$ cat src/rtl/scp_pkg.sv
package scp_pkg;

  localparam logic [5:0] OP_RTYPE = 6'b000000;
  localparam logic [5:0] OP_J     = 6'b000010;
  localparam logic [5:0] OP_JAL   = 6'b000011;
  localparam logic [5:0] OP_BEQ   = 6'b000100;
  localparam logic [5:0] OP_BNE   = 6'b000101;
  localparam logic [5:0] OP_ADDI  = 6'b001000;
  localparam logic [5:0] OP_ANDI  = 6'b001100;
  localparam logic [5:0] OP_ORI   = 6'b001101;
  localparam logic [5:0] OP_LUI   = 6'b001111;
  localparam logic [5:0] OP_LW    = 6'b100011;
  localparam logic [5:0] OP_SW    = 6'b101011;
  localparam logic [5:0] OP_LWUPD = 6'b110011;

  localparam logic [5:0] FN_SLL = 6'b000000;
  localparam logic [5:0] FN_SRL = 6'b000010;
  localparam logic [5:0] FN_JR  = 6'b001000;
  localparam logic [5:0] FN_ADD = 6'b100000;
  localparam logic [5:0] FN_SUB = 6'b100010;
  localparam logic [5:0] FN_AND = 6'b100100;
  localparam logic [5:0] FN_OR  = 6'b100101;
  localparam logic [5:0] FN_SLT = 6'b101010;

  typedef enum logic [2:0] {
    ALU_ADD, ALU_SUB, ALU_AND, ALU_OR, ALU_SLT, ALU_SLL, ALU_SRL, ALU_LUI
  } aluOp_e;

  // strobes from control to datapath
  typedef struct packed {
    aluOp_e aluOp;
    logic   useImm;
    logic   immZero;
    logic   regDstRd;
    logic   regWrite;
    logic   link;
    logic   memToReg;
    logic   memWrite;
    logic   baseUpdate;
    logic   branch;
    logic   branchNe;
    logic   jump;
    logic   jumpReg;
  } ctrl_t;

endpackage

$ cat src/rtl/scp_control.sv
module scp_control
  import scp_pkg::*;
(
  input  logic [5:0] opcode,
  input  logic [5:0] funct,
  output ctrl_t      ctrl
);

  always_comb begin
    ctrl = '0;
    ctrl.aluOp = ALU_ADD;
    case (opcode)
      OP_RTYPE: begin
        ctrl.regWrite = 1'b1;
        ctrl.regDstRd = 1'b1;
        case (funct)
          FN_ADD: ctrl.aluOp = ALU_ADD;
          FN_SUB: ctrl.aluOp = ALU_SUB;
          FN_AND: ctrl.aluOp = ALU_AND;
          FN_OR:  ctrl.aluOp = ALU_OR;
          FN_SLT: ctrl.aluOp = ALU_SLT;
          FN_SLL: ctrl.aluOp = ALU_SLL;
          FN_SRL: ctrl.aluOp = ALU_SRL;
          FN_JR: begin
            ctrl.regWrite = 1'b0;
            ctrl.jumpReg  = 1'b1;
          end
          default: ctrl.regWrite = 1'b0;
        endcase
      end
      OP_ADDI: begin
        ctrl.regWrite = 1'b1;
        ctrl.useImm   = 1'b1;
      end
      OP_ANDI: begin
        ctrl.regWrite = 1'b1;
        ctrl.useImm   = 1'b1;
        ctrl.immZero  = 1'b1;
        ctrl.aluOp    = ALU_AND;
      end
      OP_ORI: begin
        ctrl.regWrite = 1'b1;
        ctrl.useImm   = 1'b1;
        ctrl.immZero  = 1'b1;
        ctrl.aluOp    = ALU_OR;
      end
      OP_LUI: begin
        ctrl.regWrite = 1'b1;
        ctrl.aluOp    = ALU_LUI;
      end
      OP_LW: begin
        ctrl.regWrite = 1'b1;
        ctrl.useImm   = 1'b1;
        ctrl.memToReg = 1'b1;
      end
      OP_LWUPD: begin
        ctrl.regWrite   = 1'b1;
        ctrl.useImm     = 1'b1;
        ctrl.memToReg   = 1'b1;
        ctrl.baseUpdate = 1'b1;
      end
      OP_SW: begin
        ctrl.useImm   = 1'b1;
        ctrl.memWrite = 1'b1;
      end
      OP_BEQ: ctrl.branch = 1'b1;
      OP_BNE: begin
        ctrl.branch   = 1'b1;
        ctrl.branchNe = 1'b1;
      end
      OP_J: ctrl.jump = 1'b1;
      OP_JAL: begin
        ctrl.jump     = 1'b1;
        ctrl.link     = 1'b1;
        ctrl.regWrite = 1'b1;
      end
      default: ;
    endcase
  end

endmodule

$ cat src/rtl/scp_regfile.sv
module scp_regfile #(
  parameter  int DATA_W = 32,
  parameter  int REG_N  = 32,
  localparam int REG_AW = $clog2(REG_N)
) (
  input  logic              clk,
  input  logic [REG_AW-1:0] rdAddrA,
  input  logic [REG_AW-1:0] rdAddrB,
  output logic [DATA_W-1:0] rdDataA,
  output logic [DATA_W-1:0] rdDataB,
  input  logic              wrEnMain,
  input  logic [REG_AW-1:0] wrAddrMain,
  input  logic [DATA_W-1:0] wrDataMain,
  input  logic              wrEnAux,
  input  logic [REG_AW-1:0] wrAddrAux,
  input  logic [DATA_W-1:0] wrDataAux
);

  logic [DATA_W-1:0] regs [REG_N];

  // aux port is scheduled first, so the main port wins on equal addresses
  always_ff @(posedge clk) begin
    if (wrEnAux && wrAddrAux != '0) regs[wrAddrAux] <= wrDataAux;
    if (wrEnMain && wrAddrMain != '0) regs[wrAddrMain] <= wrDataMain;
  end

  assign rdDataA = (rdAddrA == '0) ? '0 : regs[rdAddrA];
  assign rdDataB = (rdAddrB == '0) ? '0 : regs[rdAddrB];

endmodule

$ cat src/rtl/scp_datapath.sv
module scp_datapath
  import scp_pkg::*;
#(
  parameter  int DATA_W = 32,
  parameter  int REG_N  = 32,
  localparam int REG_AW = $clog2(REG_N),
  localparam int WORD_W = DATA_W - 2,
  localparam int IMM_W  = 16
) (
  input  logic              clk,
  input  logic              rst,
  input  logic [31:0]       instr,
  input  ctrl_t             ctrl,
  input  logic [DATA_W-1:0] dmemRdData,
  output logic [DATA_W-1:0] pc,
  output logic [WORD_W-1:0] dmemWordAddr,
  output logic [DATA_W-1:0] dmemWrData,
  output logic              dmemWrEn
);

  logic [REG_AW-1:0] rsIdx, rtIdx, rdIdx, wbIdx;
  logic [4:0]        shamt;
  logic [IMM_W-1:0]  imm;
  logic [DATA_W-1:0] rsVal, rtVal, immExt, opB, aluRes, wbData;
  logic [DATA_W-1:0] pcPlus4, brTarget, jTarget, pcNext;
  logic              takeBranch;
  logic [1:0]        unusedLowBits;

  assign rsIdx = instr[21 +: REG_AW];
  assign rtIdx = instr[16 +: REG_AW];
  assign rdIdx = instr[11 +: REG_AW];
  assign shamt = instr[10:6];
  assign imm   = instr[IMM_W-1:0];

  assign immExt = ctrl.immZero ? {{(DATA_W-IMM_W){1'b0}}, imm}
                               : {{(DATA_W-IMM_W){imm[IMM_W-1]}}, imm};
  assign opB = ctrl.useImm ? immExt : rtVal;

  always_comb begin
    case (ctrl.aluOp)
      ALU_ADD: aluRes = rsVal + opB;
      ALU_SUB: aluRes = rsVal - opB;
      ALU_AND: aluRes = rsVal & opB;
      ALU_OR:  aluRes = rsVal | opB;
      ALU_SLT: aluRes = {{(DATA_W-1){1'b0}}, $signed(rsVal) < $signed(opB)};
      ALU_SLL: aluRes = rtVal << shamt;
      ALU_SRL: aluRes = rtVal >> shamt;
      default: aluRes = {imm, {(DATA_W-IMM_W){1'b0}}};
    endcase
  end

  assign wbIdx  = ctrl.link ? REG_AW'(REG_N - 1) : (ctrl.regDstRd ? rdIdx : rtIdx);
  assign wbData = ctrl.link ? pcPlus4 : (ctrl.memToReg ? dmemRdData : aluRes);

  scp_regfile #(.DATA_W(DATA_W), .REG_N(REG_N)) u_regs (
    .clk       (clk),
    .rdAddrA   (rsIdx),
    .rdAddrB   (rtIdx),
    .rdDataA   (rsVal),
    .rdDataB   (rtVal),
    .wrEnMain  (ctrl.regWrite),
    .wrAddrMain(wbIdx),
    .wrDataMain(wbData),
    .wrEnAux   (ctrl.baseUpdate),
    .wrAddrAux (rsIdx),
    .wrDataAux (aluRes)
  );

  assign pcPlus4    = pc + DATA_W'(4);
  assign brTarget   = pc + {immExt[DATA_W-3:0], 2'b00};
  assign jTarget    = {pcPlus4[DATA_W-1:28], instr[25:0], 2'b00};
  assign takeBranch = ctrl.branch && ((rsVal == rtVal) ^ ctrl.branchNe);

  always_comb begin
    if (ctrl.jumpReg)   pcNext = rsVal;
    else if (ctrl.jump) pcNext = jTarget;
    else if (takeBranch) pcNext = brTarget;
    else                pcNext = pcPlus4;
  end

  always_ff @(posedge clk) begin
    if (rst) pc <= '0;
    else     pc <= pcNext;
  end

  assign dmemWordAddr  = aluRes[DATA_W-1:2];
  assign unusedLowBits = aluRes[1:0];
  assign dmemWrData    = rtVal;
  assign dmemWrEn      = ctrl.memWrite;

endmodule

$ cat src/rtl/scpu_core.sv
module scpu_core
  import scp_pkg::*;
#(
  parameter  int DATA_W = 32,
  parameter  int REG_N  = 32,
  localparam int WORD_W = DATA_W - 2
) (
  input  logic              clk,
  input  logic              rst,
  output logic [WORD_W-1:0] imemWordAddr,
  input  logic [31:0]       instr,
  output logic [WORD_W-1:0] dmemWordAddr,
  output logic              dmemWrEn,
  output logic [DATA_W-1:0] dmemWrData,
  input  logic [DATA_W-1:0] dmemRdData
);

  ctrl_t             ctrl;
  logic [DATA_W-1:0] pc;
  logic [1:0]        unusedPcLow;

  scp_control u_ctrl (
    .opcode(instr[31:26]),
    .funct (instr[5:0]),
    .ctrl  (ctrl)
  );

  scp_datapath #(.DATA_W(DATA_W), .REG_N(REG_N)) u_dp (
    .clk         (clk),
    .rst         (rst),
    .instr       (instr),
    .ctrl        (ctrl),
    .dmemRdData  (dmemRdData),
    .pc          (pc),
    .dmemWordAddr(dmemWordAddr),
    .dmemWrData  (dmemWrData),
    .dmemWrEn    (dmemWrEn)
  );

  assign imemWordAddr = pc[DATA_W-1:2];
  assign unusedPcLow  = pc[1:0];

endmodule

$ cat config.mk
export PLATFORM = sky130hd
export DESIGN_NAME = scpu_core
export DESIGN_NICKNAME = d
export VERILOG_FILES = /design/src/rtl/scp_pkg.sv /design/src/rtl/scp_control.sv /design/src/rtl/scp_regfile.sv /design/src/rtl/scp_datapath.sv /design/src/rtl/scpu_core.sv
export SDC_FILE = /design/constraint.sdc
export NUM_CORES = 2
export LEC_CHECK = 0
export ABC_CLOCK_PERIOD_IN_PS = 7900
export CAP_MARGIN = 40
export CORE_ASPECT_RATIO = 0.5
export CORE_UTILIZATION = 40
export DETAILED_ROUTE_END_ITERATION = 10
export GPL_ROUTABILITY_DRIVEN = 0
export PLACE_DENSITY_LB_ADDON = 0.1
export SETUP_SLACK_MARGIN = 0.2
export SLEW_MARGIN = 30
export SYNTH_ARGS = -nofsm -noshare
export SYNTH_HDL_FRONTEND = slang
export SYNTH_SLANG_ARGS = --single-unit
$ cat constraint.sdc
create_clock -name clk -period 7.9 [get_ports clk]
set_clock_uncertainty 0.05 [all_clocks]
set_input_delay 1.58 -clock clk [delete_from_list [all_inputs] [get_ports clk]]
set_output_delay 1.58 -clock clk [all_outputs]
set_load 0.05 [all_outputs]
==> impl_summary.log <==
INFO  metric clock_path_buffers = 3
INFO  metric timing.critical_path.slowest_stage_cell = or4_1
INFO  metric detail_route.drc_violations = 0
INFO  metric rsz0062_at_grt = yes
INFO  metric holdWs = 0.476 ns
INFO  metric synth.avg_cell_area = 11.2 um^2
INFO  metric cp.arrival = around 7.3 ns
INFO  metric leading_cell_type_by_number_of_instances_after_synthesis = edfxtp_1
INFO  metric synth_edf_count = 1024
INFO  metric worst_r2r_path_cells = 29
INFO  metric core = 0.177 mm^2
INFO  metric numPortBuffers = 158
INFO  metric post_synth_num_cell_types = approximately 120
INFO  metric critical_path.max_fanout = 7
INFO  metric maxSlewHeadroom = 33.7%
INFO  metric dieHeight = 300 um
INFO  metric timing_worst_slew_pin_value = just under 1 ns
INFO  metric clockRootBuffer = clkbuf_16
INFO  metric die_area = 0.180 mm^2
INFO  metric drt-initial-drc-count = 13000
INFO  metric crit_required = 6.27 ns
INFO  metric rows = roughly 110
INFO  metric cts_htree_levels = 3
INFO  metric tritoncts.num_buffers = slightly above 100
INFO  metric p_leak = 33.0 nW
INFO  metric route.detailed.wl_per_inst = between 30 and 40 um
INFO  metric synth-warning-count = 0
INFO  metric cellPowerDensity = 236 mW/mm^2
INFO  metric max_cap_viol_count = 0
INFO  metric antenna_found_initial = 21
INFO  metric violations_in_the_final_reports = negative setup slack
INFO  metric cts_num_sinks = around 1100
INFO  metric number_of_buffer_and_inverter_stages_on_the_critical_path = 9
INFO  metric synth_cells = 6388
INFO  metric ys_top_cells_by_count = edfxtp_1, o22ai_1, nor2_1
INFO  metric clk_latency = roughly 0.76 ns
INFO  metric netSwitchingPower = 7.99 mW
INFO  metric cp-start-kind = input port
INFO  metric area_growth = 26.7%
INFO  metric firstDrtPassIters = 9
INFO  metric outcome = finished, violations left
INFO  metric synth-async-reset-ratio = 0%
INFO  metric holdCritPathClass = reg -> reg
INFO  metric path_delay_family = compound AO/OA/AOI/OAI gates
INFO  metric ys_seq_elements = 1056
INFO  metric critical-path-max-stage-delay = roughly 0.55 ns
INFO  metric share_of_layout_cells_above_drive_strength_1 = 32.1%
INFO  metric finish.net_count = 7489
INFO  metric timing.setup.critical_path_class = in -> out
INFO  metric critical_path_depth = 29
INFO  metric synth_area_leaders = edfxtp_1, mux4_2, mux2i_1, o22ai_1, a22oi_1
INFO  metric crit_path_setup_slack_layout = -1.06 ns
INFO  metric whs_path_depth = 2
INFO  metric power.share.sequential = about a third
INFO  metric initial_core_util = 40.3%
INFO  metric num_io_pins = roughly 160
INFO  metric achievable-frequency = 0.112 GHz
INFO  metric post_synthesis_sequential_area_ratio = approximately 44%
INFO  metric power.share.combinational = 42.9%
INFO  metric final_period_minus_worst_setup_slack = 8.96 ns
INFO  metric post_synthesis_instance_area = 0.0712 mm^2
INFO  metric power.switching_fraction = 37.6%
INFO  metric hold_viol = 0
INFO  metric max_vdd_drop = 0.000180 V
INFO  metric remaining_global_route_overflow = 0
INFO  metric report.final.slew_viol_count = 0
INFO  metric timing.final.setup_violations = 25
INFO  metric number_of_global_route_vias_before_repair = 65100
INFO  metric finished_layout_cells = 9783
INFO  metric synth_ff_type = edfxtp_1
INFO  metric routed_wirelength = 390 mm
INFO  metric worstSetupEndpointType = primary output
INFO  metric pin_count_of_the_biggest_net_entering_global_routing = 68
INFO  metric share_clk_of_total_power = 23.8%
INFO  metric antenna_violating_nets_post_route = 0
INFO  metric crit_path_frequent_cell = buf_4
INFO  metric post-synth-top-area-fraction = 43.2%
INFO  metric cellInternalPower = 13.3 mW
INFO  metric detailed_place_hpwl = 288 mm
INFO  metric utilization = between 50% and 60%
INFO  metric globalRouteTotalUtil = a little over two fifths
INFO  metric detailroute.via_count = 69400
INFO  metric num-fill-cells = 15700
INFO  metric die_width = 599 um
INFO  metric fin_crit_sh = 113%
INFO  metric synth_top_cell_by_area = edfxtp_1
INFO  metric vias_per_cell = 7.10
INFO  metric cts_tree = built
INFO  metric grt_first_pass_wirelength = 529 mm
INFO  metric placed_cells_incl_taps = 9468
INFO  metric clk_pin_slew = 0.07 ns
worst register-to-register path, delay by kind of cell (launching register included):
| family | cells | cell delay [ns] |
|---|---|---|
| mux | 1 | 0.31 |
| buf+inv | 8 | 1.52 |
| compound gates | 17 | 3.25 |
| simple gates | 2 | 0.57 |
| fa+ha+maj | 1 | 0.11 |
| flops | 1 | 0.47 |
cell families after synthesis:
kind of cell / synth area share (%)
muxes: 18.5
AOI/OAI and AO/OA: 19.0
xor gates and xnor gates: 1.34
adders and majority gates: 2.19
other: 0.00526
DFF: 44.1
buffers and inverters: 6.18
and+or+nand+nor: 8.75
per-layer routing:
layer	wire length, um	vias up	global-route usage (%)
met5	417	-	0.837
met4	26300	24	22.3
met3	65300	1236	18.5
met2	155000	6307	58.1
met1	143000	34700	55.4
li1	-	27200	-
cell usage in the layout (no fill, tap or decap), types with 143 or more instances in the layout:
| cell | Yosys | final |
|---|---|---|
| inv_1 | 174 | 143 |
| a22oi_1 | 440 | 432 |
| buf_4 | 65 | 1137 |
| o22ai_1 | 575 | 558 |
| mux4_2 | 361 | 361 |
| nor2_1 | 513 | 470 |
| nand2_1 | 357 | 350 |
| a21oi_1 | 387 | 343 |
| mux2i_1 | 406 | 405 |
| edfxtp_1 | 1024 | 1024 |
power groups by stage:
stage | clock, mW | sequential [mW] | combinational (mW)
global placement | 0 | 7.19 | 8.05
global route | 5.25 | 7.07 | 9.44
CTS | 5.05 | 7.07 | 8.66
detailed placement | 0 | 7.19 | 8.20
floorplan | 0 | 7.16 | 4.57
finish | 5.07 | 7.07 | 9.13
sequential cells by signal (all words and copies together) (netlist names):
signal	cells
u_dp.u_regs.regs	1024
u_dp.pc	32
area by class of cell:
type | count | area [um^2] | area share [%]
sequential | 1056 | 31400 | 34.8
clock buffer | 118 | 2610 | 2.89
timing repair buffer | 1497 | 14000 | 15.5
inverter | 180 | 774 | 0.858
clock inverter | 68 | 621 | 0.688
tap | 2386 | 2990 | 3.31
multi-input combinational | 4463 | 37800 | 41.9
antenna | 15 | 37.5 | 0.0416
metrics by stage:
| stage | setup slack (ns) | area [um^2] | TNS (ns) | total power, mW |
|---|---|---|---|---|
| 3_5_place_dp | -1.80 | 83900 | -275.95 | 15.4 |
| 3_3_place_gp | -1.88 | 83400 | -308.20 | 15.2 |
| 5_1_grt | -1.08 | 90200 | -17.41 | 21.8 |
| 6_report | -1.06 | 90200 | -16.64 | 21.3 |
| 2_1_floorplan | -0.643 | 71800 | -5.25 | 11.7 |
| 4_1_cts | -0.838 | 89400 | -11.02 | 20.8 |
path summary, 6_finish.rpt:
path,end,start,slack (ns)
setup / recovery,dmemWordAddr[26],instr[16],-1.06
hold / removal,u_dp.pc[0],u_dp.pc[0],0.48
setup reg to reg,u_dp.u_regs.regs[31][19],u_dp.u_regs.regs[16][1],1.35
hold reg to reg,u_dp.pc[0],u_dp.pc[0],0.48
what timing repair did:
| item | CTS | global route |
|---|---|---|
| cloned | 13 | 2 |
| hold buffers | 0 | 0 |
| pin swaps | 109 | 47 |
| gates resized for setup | 313 | 66 |
| endpoints found under the setup margin | 247 | 30 |
| buffers inserted | 54 | 33 |
| hold endpoints to repair | 0 | 0 |
Note: power is estimated with default switching activity, not from simulation.
